--- config.mk ---
export PLATFORM = sky130hd
export DESIGN_NAME = stack_ctx_unit
export DESIGN_NICKNAME = d
export VERILOG_FILES = /design/src/rtl/stack_ctx_pkg.sv /design/src/rtl/stk_limit_chk.sv /design/src/rtl/stk_word_pack.sv /design/src/rtl/stk_ctrl_fsm.sv /design/src/rtl/stack_ctx_unit.sv
export SDC_FILE = /design/constraint.sdc
export NUM_CORES = 1
export LEC_CHECK = 0
export CAP_MARGIN = 40
export CORE_MARGIN = 5
export CORE_UTILIZATION = 40
export DETAILED_ROUTE_END_ITERATION = 10
export GPL_TIMING_DRIVEN = 1
export PLACE_DENSITY_LB_ADDON = 0.08
export SLEW_MARGIN = 10
export SYNTH_ARGS = -nofsm -noshare
export SYNTH_HDL_FRONTEND = slang
export SYNTH_SLANG_ARGS = --single-unit
--- constraint.sdc ---
create_clock -name clk -period 4.4 [get_ports clk]
set_input_delay 0.88 -clock clk [delete_from_list [all_inputs] [get_ports clk]]
set_output_delay 0.88 -clock clk [all_outputs]
set_load 0.01 [all_outputs]
--- src/rtl/stack_ctx_pkg.sv ---
package stack_ctx_pkg;

    typedef enum logic [2:0] {
        OP_NONE = 3'd0,
        OP_PUSH = 3'd1,
        OP_POP  = 3'd2,
        OP_CALL = 3'd3,
        OP_INTR = 3'd4,
        OP_RET  = 3'd5,
        OP_RTI  = 3'd6
    } stk_op_e;

    typedef enum logic [1:0] {
        ST_IDLE    = 2'd0,
        ST_SAVE_HI = 2'd1,
        ST_LOAD_LO = 2'd2
    } stk_state_e;

    typedef enum logic [1:0] {
        WSEL_REG   = 2'd0,
        WSEL_PC_LO = 2'd1,
        WSEL_PC_HI = 2'd2
    } stk_wsel_e;

    localparam logic [3:0] CAUSE_NONE = 4'd0;
    localparam logic [3:0] CAUSE_OVF  = 4'd1;
    localparam logic [3:0] CAUSE_UNF  = 4'd2;

endpackage

--- src/rtl/stk_limit_chk.sv ---
module stk_limit_chk #(
    parameter int ADDR_W  = 16,
    parameter int SP_BASE = 2047,
    parameter int SP_TOP  = 65535
) (
    input  logic [ADDR_W-1:0] sp,
    input  logic [1:0]        words,
    output logic              ovf,
    output logic              unf
);
    localparam int XW = ADDR_W + 1;
    localparam logic [XW-1:0] TOP_X  = XW'(SP_TOP);
    localparam logic [XW-1:0] BASE_X = XW'(SP_BASE);

    logic [XW-1:0] sp_x;
    logic [XW-1:0] words_x;

    always_comb begin
        sp_x    = {1'b0, sp};
        words_x = {{(XW-2){1'b0}}, words};
        ovf     = (sp_x + words_x) > TOP_X;
        unf     = sp_x < (BASE_X + words_x);
    end
endmodule

--- src/rtl/stk_word_pack.sv ---
module stk_word_pack #(
    parameter int DATA_W = 16,
    parameter int PC_W   = 28,
    parameter int FLAG_W = 4
) (
    input  logic [PC_W-1:0]   pc_save,
    input  logic [FLAG_W-1:0] flags_save,
    output logic [DATA_W-1:0] lo_word,
    output logic [DATA_W-1:0] hi_word,
    input  logic [DATA_W-1:0] hi_read,
    input  logic [DATA_W-1:0] lo_read,
    output logic [PC_W-1:0]   pc_rest,
    output logic [FLAG_W-1:0] flags_rest
);
    localparam int PC_HI_W = PC_W - DATA_W;

    always_comb begin
        lo_word    = pc_save[DATA_W-1:0];
        hi_word    = {flags_save, pc_save[PC_W-1:DATA_W]};
        pc_rest    = {hi_read[PC_HI_W-1:0], lo_read};
        flags_rest = hi_read[DATA_W-1 -: FLAG_W];
    end
endmodule

--- src/rtl/stk_ctrl_fsm.sv ---
module stk_ctrl_fsm
    import stack_ctx_pkg::*;
(
    input  logic       clk,
    input  logic       rst_n,
    input  logic       req_valid,
    input  stk_op_e    req_op,
    input  logic       ovf_one,
    input  logic       ovf_two,
    input  logic       unf_one,
    input  logic       unf_two,
    output stk_state_e state_q,
    output logic       mem_we,
    output logic       mem_re,
    output logic       addr_down,
    output stk_wsel_e  wsel,
    output logic       sp_inc,
    output logic       sp_dec,
    output logic       cap_ctx,
    output logic       cap_hi,
    output logic       cap_pop,
    output logic       fin_intr,
    output logic       fin_load,
    output logic       load_flags,
    output logic       fault_up,
    output logic       fault_down
);
    stk_state_e state_d;
    stk_op_e    kind_q;
    stk_op_e    kind_d;

    always_ff @(posedge clk or negedge rst_n) begin
        if (!rst_n) begin
            state_q <= ST_IDLE;
            kind_q  <= OP_NONE;
        end else begin
            state_q <= state_d;
            kind_q  <= kind_d;
        end
    end

    always_comb begin
        state_d = state_q;
        kind_d  = kind_q;
        unique case (state_q)
            ST_IDLE: begin
                if (req_valid) begin
                    case (req_op)
                        OP_CALL, OP_INTR: begin
                            if (!ovf_two) begin
                                state_d = ST_SAVE_HI;
                                kind_d  = req_op;
                            end
                        end
                        OP_RET, OP_RTI: begin
                            if (!unf_two) begin
                                state_d = ST_LOAD_LO;
                                kind_d  = req_op;
                            end
                        end
                        default: ;
                    endcase
                end
            end
            ST_SAVE_HI: state_d = ST_IDLE;
            ST_LOAD_LO: state_d = ST_IDLE;
            default:    state_d = ST_IDLE;
        endcase
    end

    always_comb begin
        mem_we     = 1'b0;
        mem_re     = 1'b0;
        addr_down  = 1'b0;
        wsel       = WSEL_REG;
        sp_inc     = 1'b0;
        sp_dec     = 1'b0;
        cap_ctx    = 1'b0;
        cap_hi     = 1'b0;
        cap_pop    = 1'b0;
        fin_intr   = 1'b0;
        fin_load   = 1'b0;
        load_flags = 1'b0;
        fault_up   = 1'b0;
        fault_down = 1'b0;
        unique case (state_q)
            ST_IDLE: begin
                if (req_valid) begin
                    case (req_op)
                        OP_PUSH: begin
                            if (ovf_one) begin
                                fault_up = 1'b1;
                            end else begin
                                mem_we = 1'b1;
                                wsel   = WSEL_REG;
                                sp_inc = 1'b1;
                            end
                        end
                        OP_POP: begin
                            if (unf_one) begin
                                fault_down = 1'b1;
                            end else begin
                                mem_re    = 1'b1;
                                addr_down = 1'b1;
                                sp_dec    = 1'b1;
                                cap_pop   = 1'b1;
                            end
                        end
                        OP_CALL, OP_INTR: begin
                            if (ovf_two) begin
                                fault_up = 1'b1;
                            end else begin
                                mem_we  = 1'b1;
                                wsel    = WSEL_PC_LO;
                                sp_inc  = 1'b1;
                                cap_ctx = 1'b1;
                            end
                        end
                        OP_RET, OP_RTI: begin
                            if (unf_two) begin
                                fault_down = 1'b1;
                            end else begin
                                mem_re    = 1'b1;
                                addr_down = 1'b1;
                                sp_dec    = 1'b1;
                                cap_hi    = 1'b1;
                            end
                        end
                        default: ;
                    endcase
                end
            end
            ST_SAVE_HI: begin
                mem_we   = 1'b1;
                wsel     = WSEL_PC_HI;
                sp_inc   = 1'b1;
                fin_intr = (kind_q == OP_INTR);
            end
            ST_LOAD_LO: begin
                mem_re     = 1'b1;
                addr_down  = 1'b1;
                sp_dec     = 1'b1;
                fin_load   = 1'b1;
                load_flags = (kind_q == OP_RTI);
            end
            default: ;
        endcase
    end
endmodule

--- src/rtl/stack_ctx_unit.sv ---
module stack_ctx_unit
    import stack_ctx_pkg::*;
#(
    parameter int DATA_W  = 16,
    parameter int ADDR_W  = 16,
    parameter int PC_W    = 28,
    parameter int FLAG_W  = 4,
    parameter int SP_BASE = 2047,
    parameter int SP_TOP  = 65535
) (
    input  logic              clk,
    input  logic              rst_n,
    input  logic              req_valid,
    input  logic [2:0]        req_op,
    input  logic [DATA_W-1:0] push_data,
    input  logic [PC_W-1:0]   pc_in,
    input  logic [FLAG_W-1:0] flags_in,
    input  logic [DATA_W-1:0] mem_rdata,
    output logic [ADDR_W-1:0] mem_addr,
    output logic [DATA_W-1:0] mem_wdata,
    output logic              mem_we,
    output logic              mem_re,
    output logic              busy,
    output logic [ADDR_W-1:0] sp_out,
    output logic              pop_valid,
    output logic [DATA_W-1:0] pop_data,
    output logic              pc_valid,
    output logic [PC_W-1:0]   pc_out,
    output logic              flags_valid,
    output logic [FLAG_W-1:0] flags_out,
    output logic [3:0]        fault_code
);
    localparam int N_SIZES = 2;
    localparam logic [ADDR_W-1:0] SP_RESET = ADDR_W'(SP_BASE);

    stk_state_e        state_q;
    stk_wsel_e         wsel;
    logic              addr_down, sp_inc, sp_dec;
    logic              cap_ctx, cap_hi, cap_pop;
    logic              fin_intr, fin_load, load_flags;
    logic              fault_up, fault_down;
    logic [N_SIZES-1:0] ovf_v, unf_v;

    logic [ADDR_W-1:0] sp_q;
    logic [DATA_W-1:0] ctx_hi_q;
    logic [DATA_W-1:0] rd_hi_q;
    logic [DATA_W-1:0] lo_word, hi_word;
    logic [PC_W-1:0]   pc_rest;
    logic [FLAG_W-1:0] flags_rest;

    for (genvar gi = 0; gi < N_SIZES; gi++) begin : g_lim
        stk_limit_chk #(
            .ADDR_W (ADDR_W),
            .SP_BASE(SP_BASE),
            .SP_TOP (SP_TOP)
        ) u_lim (
            .sp   (sp_q),
            .words(2'(gi + 1)),
            .ovf  (ovf_v[gi]),
            .unf  (unf_v[gi])
        );
    end

    stk_word_pack #(
        .DATA_W(DATA_W),
        .PC_W  (PC_W),
        .FLAG_W(FLAG_W)
    ) u_pack (
        .pc_save   (pc_in),
        .flags_save(flags_in),
        .lo_word   (lo_word),
        .hi_word   (hi_word),
        .hi_read   (rd_hi_q),
        .lo_read   (mem_rdata),
        .pc_rest   (pc_rest),
        .flags_rest(flags_rest)
    );

    stk_ctrl_fsm u_fsm (
        .clk       (clk),
        .rst_n     (rst_n),
        .req_valid (req_valid),
        .req_op    (stk_op_e'(req_op)),
        .ovf_one   (ovf_v[0]),
        .ovf_two   (ovf_v[1]),
        .unf_one   (unf_v[0]),
        .unf_two   (unf_v[1]),
        .state_q   (state_q),
        .mem_we    (mem_we),
        .mem_re    (mem_re),
        .addr_down (addr_down),
        .wsel      (wsel),
        .sp_inc    (sp_inc),
        .sp_dec    (sp_dec),
        .cap_ctx   (cap_ctx),
        .cap_hi    (cap_hi),
        .cap_pop   (cap_pop),
        .fin_intr  (fin_intr),
        .fin_load  (fin_load),
        .load_flags(load_flags),
        .fault_up  (fault_up),
        .fault_down(fault_down)
    );

    // Memory side: address and write data steered by the controller
    always_comb begin
        mem_addr = addr_down ? (sp_q - 1'b1) : sp_q;
        unique case (wsel)
            WSEL_REG:   mem_wdata = push_data;
            WSEL_PC_LO: mem_wdata = lo_word;
            WSEL_PC_HI: mem_wdata = ctx_hi_q;
            default:    mem_wdata = push_data;
        endcase
        busy   = (state_q != ST_IDLE);
        sp_out = sp_q;
    end

    // Stack pointer and captured context words
    always_ff @(posedge clk or negedge rst_n) begin
        if (!rst_n) begin
            sp_q     <= SP_RESET;
            ctx_hi_q <= '0;
            rd_hi_q  <= '0;
        end else begin
            if (sp_inc)      sp_q <= sp_q + 1'b1;
            else if (sp_dec) sp_q <= sp_q - 1'b1;
            if (cap_ctx) ctx_hi_q <= hi_word;
            if (cap_hi)  rd_hi_q  <= mem_rdata;
        end
    end

    // Result registers, valid for one cycle after the producing beat
    always_ff @(posedge clk or negedge rst_n) begin
        if (!rst_n) begin
            pop_valid   <= 1'b0;
            pop_data    <= '0;
            pc_valid    <= 1'b0;
            pc_out      <= '0;
            flags_valid <= 1'b0;
            flags_out   <= '0;
            fault_code  <= CAUSE_NONE;
        end else begin
            pop_valid   <= cap_pop;
            pc_valid    <= fin_intr | fin_load;
            flags_valid <= fin_load & load_flags;
            if (cap_pop) pop_data <= mem_rdata;
            if (fin_intr)      pc_out <= '0;
            else if (fin_load) pc_out <= pc_rest;
            if (fin_load & load_flags) flags_out <= flags_rest;
            if (fault_up)        fault_code <= CAUSE_OVF;
            else if (fault_down) fault_code <= CAUSE_UNF;
            else                 fault_code <= CAUSE_NONE;
        end
    end
endmodule

==> results.yml <==
global_route:
  grt_first_pass_wirelength_mm: 25.14
  overflow: 0
  grt_pass1_vias: 4900
  antenna_found_initial: 0
  track_usage: 0.1946
  grt_max_degree: 48
detailed_routing:
  drc_errors: 0
  vias: 4757
  wl_per_cell_um: 17.92
  firstDrtPassIters: 5
  drtAntennaViolNets: 0
  drt_iter0_markers: 349
  via_per_inst: 5.333
  wirelength_mm: 15.98
setup_path:
  r2r_setup_slack_ps: 1310
  reg2reg_from: "sp_out[3]"
  path_class: "primary input to primary output"
  endpoint_kind: "primary output"
  crit_fanout: 6
  start_kind: "primary input"
  worstPathRequired_ps: 3520
  worstPathArrival_ps: 3400
  reg2reg_to: "sp_out[9]"
  ff2ff_path_depth: 10
timing:
  holdWs_ps: 470.2
  fin_worst_skew_ps: 9.889
  max_freq_mhz: 233.6
  worstMarginPinSlew_ps: 801.8
  period_needed_ps: 4281
  post-route-period-util: 0.9730
  finalHoldViolations: 0
  slew_headroom: 0.4606
  drv_slew: 0
  setup_viol: 0
  fin_ws_ps: 118.7
placed_design:
  place_ws_ps: -84.76
  dpl.hpwl_mm: 11.66
  port_buffers: 173
  finalWeightedCongestion: 0.9049
  postPlaceCellArea_um2: 7456
die:
  ios: 176
  rows: 42
  die_h_um: 126.3
  die_w_um: 126.3
  design.die.area_um2: 15960
  coreArea_um2: 13240
  initial_core_util: 0.4088
yosys:
  synth_async_sr_flop_share: 1.000
  syn_inst: 512
  yosysWarnings: 0
  syn_avg_cell_area_um2: 10.57
  yosysSeqAreaShare: 0.4925
  synth_enable_flop_cells: 0
  ys.flop_type: "dfrtp_1"
  synthesis.area_um2: 5414
  synth_seq_cells: 106
  synth_cell_type_count: 62
worst_hold_path:
  hold_path_class: "register to register"
  holdPathEnd: "flags_out[1]"
  min_delay_path_depth: 2
  min_from: "rd_hi_q[13]"
clocking:
  numCtsBuffers: 9
  cts.clk_slew.worst_paths_ps: 70
  cts_root_buf: "clkbuf_16"
  hold_buffers: 0
  cts_tree: "yes"
  insertion_delay_ps: 360
  clk_path_buf_depth: 2
  htreeDepth: 3
  clock-sinks: 106
status:
  outcome: "finished clean"
power:
  powerDensity_nw_per_um2: 501.6
  fin_total_pwr_uw: 4022
  peakVddDrop_mv: 0.2949
  leakage_uw: 0.003582
final_layout:
  syn2layout_area_growth_pct: 48.09
  drive_gt1_frac: 0.1997
  n_antenna_cell: 0
  stdcell_area_um2: 8018
  nets: 789
run:
  cap_violations: 0
==> placed cells by master (no fill, tap or decap), types with 13 or more instances in the layout <==
cell             instances
a22o_1                  45
xnor2_1                 18
clkdlybuf4s50_1        164
nor2_1                  16
mux2_2                  36
a21oi_1                 13
xor2_1                  15
a21o_1                  17
dfrtp_1                 95
nand2_1                 82
buf_4                   50
==> cell type report <==
class                   count  area, um^2
fillers                  1167        5225
flip-flops and latches    106        2666
multi-input cells         356        2620
repair buffers            224        2136
clock buffers              10       239.0
well taps                 176       220.2
clock inverters             6       83.83
inverters                  14       52.55
==> registers in the layout (all words and copies together) (netlist names) <==
name and flops:
sp_out 16, ctx_hi_q 16, flags_out 4, flags_valid 1
pc_valid 1, fault_code 2, pop_data 16, u_fsm.kind_q 3
u_fsm.state_q 2, pop_valid 1, pc_out 28, rd_hi_q 16
==> metrics by stage <==
stage	std cells	utilization	TNS, ps
2_1_floorplan	513	-	0
3_3_place_gp	858	0.5630	-21.18
3_5_place_dp	858	0.5630	-89.19
4_1_cts	876	0.5894	0
5_1_grt	892	0.6054	-66.34
6_report	892	0.6054	0
==> Yosys cell counts (all sizes together), types with 4 or more instances <==
cell | instances | area [um^2]
mux2 | 36 | 405.4
a21oi | 13 | 65.06
nor3 | 14 | 75.07
nand2 | 82 | 307.8
ha | 8 | 100.1
or2 | 4 | 25.03
clkbuf | 17 | 65.06
xor2 | 15 | 131.4
nor2 | 17 | 63.81
and2 | 4 | 25.02
a22o | 45 | 394.1
xnor2 | 18 | 157.7
nor4 | 6 | 37.54
nand2b | 4 | 25.02
o31ai | 4 | 57.55
inv | 14 | 52.55
dfstp | 11 | 289.0
dfrtp | 95 | 2377
a21o | 17 | 127.6
or3 | 8 | 50.05
o21ai | 4 | 20.02
nand4 | 4 | 25.02
buf | 20 | 108.9
nand3 | 5 | 25.02
==> repair_timing <==
item / in CTS / in global routing
gates resized for setup: 4 / 23
pin swaps: 0 / 2
setup endpoints to repair: 19 / 26
buffers inserted: 2 / 16
==> cells by family (layout without fill, tap and decap cells) <==
kind of cell,after synthesis,count (layout),share of synthesized area
AND/OR/NAND/NOR,164,164,0.1463
AO/OA/AOI/OAI,113,113,0.1719
flip-flops,106,106,0.4925
buffers and inverters,51,254,0.04183
multiplexers,36,36,0.07488
XOR/XNOR,33,33,0.05339
adder cells (fa/ha/maj),8,8,0.01849
other,1,2,0.0006927
==> critical path, cell delays in order <==
cell             delay, ps
clkdlybuf4s50_1        520
inv_1                   60
or2_0                  300
a211oi_4               300
o31ai_4                 80
buf_4                  190
or3_1                  340
xnor2_1                170
clkdlybuf4s50_1        560
==> power breakdown <==
part / internal (uW) / switching, uW
combinational: 920 / 724
sequential: 1280 / 238
clock: 470 / 389
==> metal layers <==
layer / GRT usage / vias up / routed length [um]
met3: 0.05759 / 25 / 1068
li1: - / 2204 / -
met1: 0.2414 / 2355 / 6690
met2: 0.3278 / 173 / 7953
met4: 0.06057 / 0 / 269
met5: 0 / - / 0
==> how the worst max path moves through the flow <==
stage,start,slack [ps],end,cells past startpoint
3_5_place_dp,req_valid,-80,mem_addr[8],8
6_report,req_valid,120,mem_addr[11],9
3_3_place_gp,req_op[0],-20,mem_addr[8],8
5_1_grt,req_op[0],-50,mem_addr[8],8
2_1_floorplan,sp_out[0],650,mem_addr[15],10
4_1_cts,req_valid,5,mem_addr[13],9
No activity file was read; power rests on OpenSTA's default activity.
